--- config.mk ---
export PLATFORM = sky130hd
export DESIGN_NAME = zt_burst_sram
export DESIGN_NICKNAME = d
export VERILOG_FILES = /design/src/rtl/zt_sram_pkg.sv /design/src/rtl/zt_burst_seq.sv /design/src/rtl/zt_slot_pipe.sv /design/src/rtl/zt_lane_array.sv /design/src/rtl/zt_burst_sram.sv
export SDC_FILE = /design/constraint.sdc
export NUM_CORES = 2
export LEC_CHECK = 0
export BUFFER_PORTS_ARGS = -buffer_cell sky130_fd_sc_hd__buf_2
export CAP_MARGIN = 20
export CELL_PAD_IN_SITES_DETAIL_PLACEMENT = 0
export CELL_PAD_IN_SITES_GLOBAL_PLACEMENT = 1
export CORE_MARGIN = 2
export CORE_UTILIZATION = 50
export CTS_CLUSTER_DIAMETER = 150
export DETAILED_ROUTE_END_ITERATION = 10
export GPL_TIMING_DRIVEN = 0
export PLACE_DENSITY = 0.79
export SYNTH_ARGS = -nofsm -noshare
export SYNTH_HDL_FRONTEND = slang
export SYNTH_SLANG_ARGS = --single-unit
--- constraint.sdc ---
create_clock -name clk -period 4.6 [get_ports clk]
set_clock_uncertainty 0.05 [all_clocks]
set_input_delay 0.23 -clock clk [delete_from_list [all_inputs] [get_ports clk]]
set_output_delay 0.23 -clock clk [all_outputs]
set_load 0.01 [all_outputs]
--- src/rtl/zt_sram_pkg.sv ---
package zt_sram_pkg;

    // Burst sequencer state: what an advance command repeats
    typedef enum logic [1:0] {
        BST_IDLE  = 2'd0,
        BST_READ  = 2'd1,
        BST_WRITE = 2'd2
    } bst_e;

    // Low two address bits of burst beat `step` from `start`
    function automatic logic [1:0] burst_low(input logic [1:0] start,
                                             input logic [1:0] step,
                                             input logic       ilv);
        return ilv ? (start ^ step) : (start + step);
    endfunction

endpackage

--- src/rtl/zt_burst_seq.sv ---
module zt_burst_seq
    import zt_sram_pkg::*;
#(
    parameter int AW    = 6,
    parameter int LANES = 4
) (
    input  logic             clk,
    input  logic             rst_n,
    input  logic             act,
    input  logic             ce_n,
    input  logic             adv_ld,
    input  logic             we_n,
    input  logic [LANES-1:0] bw_n,
    input  logic             ilv,
    input  logic [AW-1:0]    addr,
    output bst_e             state,
    output logic             iss_v,
    output logic             iss_w,
    output logic [AW-1:0]    iss_a,
    output logic [LANES-1:0] iss_b
);

    bst_e          state_d;
    logic [AW-1:0] base_q, base_d;
    logic [1:0]    cnt_q, cnt_d;

    // Next-state decode
    always_comb begin
        state_d = state;
        base_d  = base_q;
        cnt_d   = cnt_q;
        if (act) begin
            if (!adv_ld) begin
                if (ce_n) begin
                    state_d = BST_IDLE;
                end else begin
                    state_d = we_n ? BST_READ : BST_WRITE;
                    base_d  = addr;
                    cnt_d   = '0;
                end
            end else begin
                unique case (state)
                    BST_IDLE:             ;
                    BST_READ, BST_WRITE:  cnt_d = cnt_q + 2'd1;
                    default:              state_d = BST_IDLE;
                endcase
            end
        end
    end

    // State register
    always_ff @(posedge clk or negedge rst_n) begin
        if (!rst_n) begin
            state  <= BST_IDLE;
            base_q <= '0;
            cnt_q  <= '0;
        end else begin
            state  <= state_d;
            base_q <= base_d;
            cnt_q  <= cnt_d;
        end
    end

    // Access issued by the current command
    always_comb begin
        iss_v = 1'b0;
        iss_w = 1'b0;
        iss_a = addr;
        iss_b = ~bw_n;
        if (adv_ld) begin
            unique case (state)
                BST_IDLE: ;
                BST_READ, BST_WRITE: begin
                    iss_v = 1'b1;
                    iss_w = (state == BST_WRITE);
                    iss_a = {base_q[AW-1:2],
                             burst_low(base_q[1:0], cnt_q + 2'd1, ilv)};
                end
                default: ;
            endcase
        end else if (!ce_n) begin
            iss_v = 1'b1;
            iss_w = !we_n;
        end
    end

endmodule

--- src/rtl/zt_slot_pipe.sv ---
module zt_slot_pipe #(
    parameter int AW    = 6,
    parameter int LANES = 4,
    parameter int STG   = 2
) (
    input  logic             clk,
    input  logic             rst_n,
    input  logic             act,
    input  logic             in_v,
    input  logic             in_w,
    input  logic [AW-1:0]    in_a,
    input  logic [LANES-1:0] in_b,
    output logic             s1_v,
    output logic             s1_w,
    output logic [AW-1:0]    s1_a,
    output logic             s2_v,
    output logic             s2_w,
    output logic [AW-1:0]    s2_a,
    output logic [LANES-1:0] s2_b
);

    logic             v_q [STG];
    logic             w_q [STG];
    logic [AW-1:0]    a_q [STG];
    logic [LANES-1:0] b_q [STG];

    for (genvar g = 0; g < STG; g++) begin : g_stage
        logic             v_n, w_n;
        logic [AW-1:0]    a_n;
        logic [LANES-1:0] b_n;
        if (g == 0) begin : g_head
            assign v_n = in_v;
            assign w_n = in_w;
            assign a_n = in_a;
            assign b_n = in_b;
        end else begin : g_tail
            assign v_n = v_q[g-1];
            assign w_n = w_q[g-1];
            assign a_n = a_q[g-1];
            assign b_n = b_q[g-1];
        end
        always_ff @(posedge clk or negedge rst_n) begin
            if (!rst_n) begin
                v_q[g] <= 1'b0;
                w_q[g] <= 1'b0;
                a_q[g] <= '0;
                b_q[g] <= '0;
            end else if (act) begin
                v_q[g] <= v_n;
                w_q[g] <= w_n;
                a_q[g] <= a_n;
                b_q[g] <= b_n;
            end
        end
    end

    assign s1_v = v_q[0];
    assign s1_w = w_q[0];
    assign s1_a = a_q[0];
    assign s2_v = v_q[STG-1];
    assign s2_w = w_q[STG-1];
    assign s2_a = a_q[STG-1];
    assign s2_b = b_q[STG-1];

endmodule

--- src/rtl/zt_lane_array.sv ---
module zt_lane_array #(
    parameter int AW     = 6,
    parameter int LANES  = 4,
    parameter int BYTE_W = 8
) (
    input  logic                    clk,
    input  logic                    we,
    input  logic [AW-1:0]           a,
    input  logic [LANES-1:0]        be,
    input  logic [LANES*BYTE_W-1:0] wd,
    output logic [LANES*BYTE_W-1:0] rd
);

    localparam int DEPTH = 1 << AW;

    for (genvar l = 0; l < LANES; l++) begin : g_lane
        logic [BYTE_W-1:0] mem [DEPTH];
        always_ff @(posedge clk) begin
            if (we && be[l]) mem[a] <= wd[l*BYTE_W +: BYTE_W];
        end
        assign rd[l*BYTE_W +: BYTE_W] = mem[a];
    end

endmodule

--- src/rtl/zt_burst_sram.sv ---
module zt_burst_sram
    import zt_sram_pkg::*;
#(
    parameter int AW     = 6,
    parameter int LANES  = 4,
    parameter int BYTE_W = 8
) (
    input  logic                    clk,
    input  logic                    rst_n,
    input  logic                    cen_n,
    input  logic                    ce_n,
    input  logic                    adv_ld,
    input  logic                    we_n,
    input  logic [LANES-1:0]        bw_n,
    input  logic                    burst_ilv,
    input  logic [AW-1:0]           addr,
    input  logic                    oe_n,
    input  logic [LANES*BYTE_W-1:0] dq_i,
    output logic [LANES*BYTE_W-1:0] dq_o,
    output logic                    dq_oe
);

    localparam int DW = LANES * BYTE_W;

    logic             act;
    bst_e             bst;
    logic             iss_v, iss_w;
    logic [AW-1:0]    iss_a;
    logic [LANES-1:0] iss_b;
    logic             s1_v, s1_w, s2_v, s2_w;
    logic [AW-1:0]    s1_a, s2_a;
    logic [LANES-1:0] s2_b;
    logic [DW-1:0]    rdata;

    assign act = !cen_n;

    zt_burst_seq #(.AW(AW), .LANES(LANES)) u_seq (
        .clk(clk), .rst_n(rst_n), .act(act), .ce_n(ce_n), .adv_ld(adv_ld),
        .we_n(we_n), .bw_n(bw_n), .ilv(burst_ilv), .addr(addr),
        .state(bst), .iss_v(iss_v), .iss_w(iss_w), .iss_a(iss_a), .iss_b(iss_b)
    );

    zt_slot_pipe #(.AW(AW), .LANES(LANES), .STG(2)) u_pipe (
        .clk(clk), .rst_n(rst_n), .act(act),
        .in_v(iss_v), .in_w(iss_w), .in_a(iss_a), .in_b(iss_b),
        .s1_v(s1_v), .s1_w(s1_w), .s1_a(s1_a),
        .s2_v(s2_v), .s2_w(s2_w), .s2_a(s2_a), .s2_b(s2_b)
    );

    zt_lane_array #(.AW(AW), .LANES(LANES), .BYTE_W(BYTE_W)) u_mem (
        .clk(clk), .we(act && s2_v && s2_w), .a(s2_a), .be(s2_b),
        .wd(dq_i), .rd(rdata)
    );

    assign dq_o  = rdata;
    assign dq_oe = s2_v && !s2_w && !oe_n;

endmodule

==> flow_summary.toml <==
[status]
status = "complete, but fails checks"
violations = "setup timing"

[timing]
timing.fmax_mhz = 205.4
worst_pin_slew_ns = 1.497
relSlewSlack = 0.002243
layout_setup_ws_ns = -0.2697
period_share = 1.059
slew_violations = 0
hold_ws_ns = 0.1080
post-route-min-period_ns = 4.870
hold_viol_final = 0
final-setup-viol-count = 39
rsz0062_at_grt = "true"

[die]
die_h_microns = 405.6
dieArea_sq_um = 164500
rows = 147
initial_core_util = 0.5029
core_area_sq_um = 160400
ios = 83
die_w_microns = 405.6

[synthesis]
yosys.area_share.xor_xnor = 0.0003258
synthCells = 4670
syn_area_sq_um = 80660
ys_ff_latch = 2082
yosysSeqAreaShare = 0.7730
synth_compound_area_frac = 0.1057
yosys_most_used_dff = "edfxtp_1"
async_flop_share = 0.01633
synthDistinctLibCells = 62
synth_nets = 4723
synth_fa_ha_area_frac = 0.0004654
yosysTopAreaCell = "edfxtp_1"
synthSimpleGateAreaFrac = 0.03335
synth_mux_area_frac = 0.06551
ys_warn_count = 0
synth-edff-count = 2048
yosys-top-cells-area = "edfxtp_1 76%, a22oi_1 2.9%, mux2i_1 2.6%"
avgSynthCellArea_sq_um = 17.27
synth_top_family_by_area = "compound AO/OA/AOI/OAI gates"
synth_top_area_frac = 0.7625

[pwr]
ir_drop_v = 0.0004315
p_per_area_nw_per_um2 = 518.7
power_leakage_uw = 0.03009

[worst_setup_path]
path_delay_family = "buffers and inverters"
setup.worst_path.start_class = "register"
slowest_stage = "nand4b_1"
cp_num_cells = 11
critPathKind = "reg2out"
slowest_delay_ns = 0.58
r2r_cells = 6
crit_chain = "buf_12 -> nor2b_4 -> clkbuf_4 -> buf_4 -> buf_6 -> buf_4 -> a22oi_1 -> nand3_1 -> o211ai_1 -> nand4b_1 -> buf_2"
r2r_start = "u_pipe.s2_a[3]$_DFFE_PN0N_"
crit_end = "dq_o[30]"
cpMostUsedCell = "buf_4"
path_buf_inv = 6
crit_fanout = 10
ff2ff_setup_slack_ns = -0.05
crit_path_end_kind = "primary output"
r2r-end = "u_mem.g_lane[3].mem[4][3]$_DFFE_PP_"
cp-startpoint = "u_pipe.s2_a[1]$_DFFE_PN0N_"
cp.required_ns = 4.32
worst_ep_arrival_time_ns = 4.59

[layout]
fin_area_sq_um = 94190
final_common_cell = "edfxtp_1"
seq_area_sq_um = 62350
syn2layout_area_growth_pct = 16.78
final_cell_mix = "2048 x edfxtp_1, 364 x nor2_1, 300 x a22oi_1, 210 x clkbuf_16, 204 x a221oi_1"
drive_above_1_share = 0.2038
final_cells = 7495
multi_input_comb_area_sq_um = 17070
nFillCells = 12000
nets = 5198

[cts]
clk_pin_slew_ns = 0.06
cts_buffers = 207
cts_root_buf = "clkbuf_16"
htree_levels = 4
clkLatencyLatePin_ns = 0.90
cts_num_sinks = 2082
cts_buffer_depth = 3
cts_tree = "built"

[placed_design]
gp_congestion = 1.068
io_buffers = 80
dp_cells = 6977
dpl_cell_area_sq_um = 84740
dp.final_hpwl_mm = 222.5

[run]
drv_cap = 0

[global_routing]
grt_pass1_wl_mm = 407.7
grt_max_degree = 65
antenna_found_initial = 29
grt_pass1_vias = 48390
grt_remaining_overflow = 0
grt_usage = 0.3740

[detailed_routing]
firstDrtPassIters = 7
wl_per_cell_microns = 41.51
drt_iter0_drc = 10120
wirelength_mm = 311.1
via_per_inst = 6.961
drc = 0
vias = 52170
drtAntennaViolNets = 0

[hold_path]
hold_class = "in2reg"
==> synthesized netlist by cell type (4+ instances only) <==
master and count:
buf_6 19, a221o_1 32, inv_1 5, edfxtp_1 2048, nor2_1 369, buf_4 17
nand4_1 6, buf_2 153, dfrtp_1 34, o21ai_0 120, a221oi_1 205, clkbuf_1 133
and4_1 4, buf_1 23, a31oi_1 24, mux2i_1 208, mux4_2 70, a21oi_1 143
a222oi_1 13, a211o_1 10, nand2_1 131, a211oi_1 30, nand2b_1 6, o22ai_1 146
a2111o_1 10, a22o_1 57, o22a_1 14, o221ai_1 48, nor2b_1 9, o21ai_1 4
nor3_1 44, nand3b_1 10, nand3_1 15, a22oi_1 308, mux2_2 143, or4_1 16
==> cell type report <==
class | count | share of cell area
Tap cell | 2160 | 0.02869
Clock buffer | 254 | 0.05732
Inverter | 8 | 0.0004383
Sequential cell | 2082 | 0.6619
Timing Repair Buffer | 277 | 0.02856
Antenna cell | 16 | 0.0004251
Buffer | 335 | 0.02718
Clock inverter | 129 | 0.01427
Multi-Input combinational cell | 2234 | 0.1812
==> metal layers <==
layer,vias up,share of wire,track usage,wire [microns]
li1,20140,-,-,-
met1,26330,0.34,0.4791,107300
met2,4675,0.43,0.5394,132800
met3,996,0.15,0.1283,45210
met4,32,0.082,0.2534,25590
met5,-,0.00062,0,193
==> logic make-up after synthesis <==
group	after synthesis
simple gates	631
compound gates	1175
flops	2082
mux	422
buf+inv	354
fa+ha+maj	3
xor+xnor	3
==> timing repair <==
item	4_1_cts	5_1_grt
endpoints found under the setup margin	602	25
pin swaps	14	15
gates resized for setup	399	84
gates cloned	0	1
hold endpoints to repair	756	293
hold buffers	55	7
buffers inserted	13	30
==> report_power, final <==
group          leakage, uW  internal, uW  switching (uW)
registers           0.0188         20900            52.5
clock network      0.00327          9350            7480
logic              0.00801          3290            7790
total               0.0301         33500           15300
==> how the worst min path moves through the flow <==
stage	from	end	slack [ns]	cells past startpoint
finish	addr[5]	u_seq.base_q[5]$_DFFE_PN0P_	0.11	3
global route	addr[5]	u_seq.base_q[5]$_DFFE_PN0P_	0.13	3
CTS	addr[5]	u_seq.base_q[5]$_DFFE_PN0P_	0.08	3
detailed placement	rst_n	u_pipe.s2_v$_DFFE_PN0N_	0.30	1
global placement	rst_n	u_pipe.s2_v$_DFFE_PN0N_	0.30	1
floorplan	rst_n	u_pipe.g_stage[1].b_n[0]$_DFFE_PN0N_	-0.12	0
==> metrics by stage <==
step	total power (uW)	setup TNS [ns]	util	setup slack, ns
after floorplan	25810	0	-	1.953
after global routing	49350	-0.3772	0.5871	-0.1653
after CTS	47940	-0.3594	0.5818	-0.1255
final	48860	-2.430	0.5873	-0.2697
after global placement	30710	-528.59	0.5222	-0.9498
after detailed placement	30910	-68.22	0.5283	-0.4991
==> sequential cells by signal, indices dropped and copies added, names as in the netlist <==
| name | flops |
|---|---|
| u_mem.g_lane.mem | 2048 |
| u_pipe.g_stage.b_n | 4 |
| u_pipe.s1_a | 6 |
| u_pipe.s1_v | 1 |
| u_pipe.s1_w | 1 |
| u_pipe.s2_a | 6 |
| u_pipe.s2_b | 4 |
| u_pipe.s2_v | 1 |
| u_pipe.s2_w | 1 |
| u_seq.base_q | 6 |
| u_seq.cnt_q | 2 |
| u_seq.state | 2 |
==> worst reg2reg max path: stages (launching register included) <==
cell	delay (ns)
dfrtp_1	0.43
clkbuf_2	0.34
nor3_2	0.70
clkbuf_1	0.63
clkbuf_1	0.64
nand2_1	0.48
nor2_1	1.02
(Power assumes the default switching activity.)
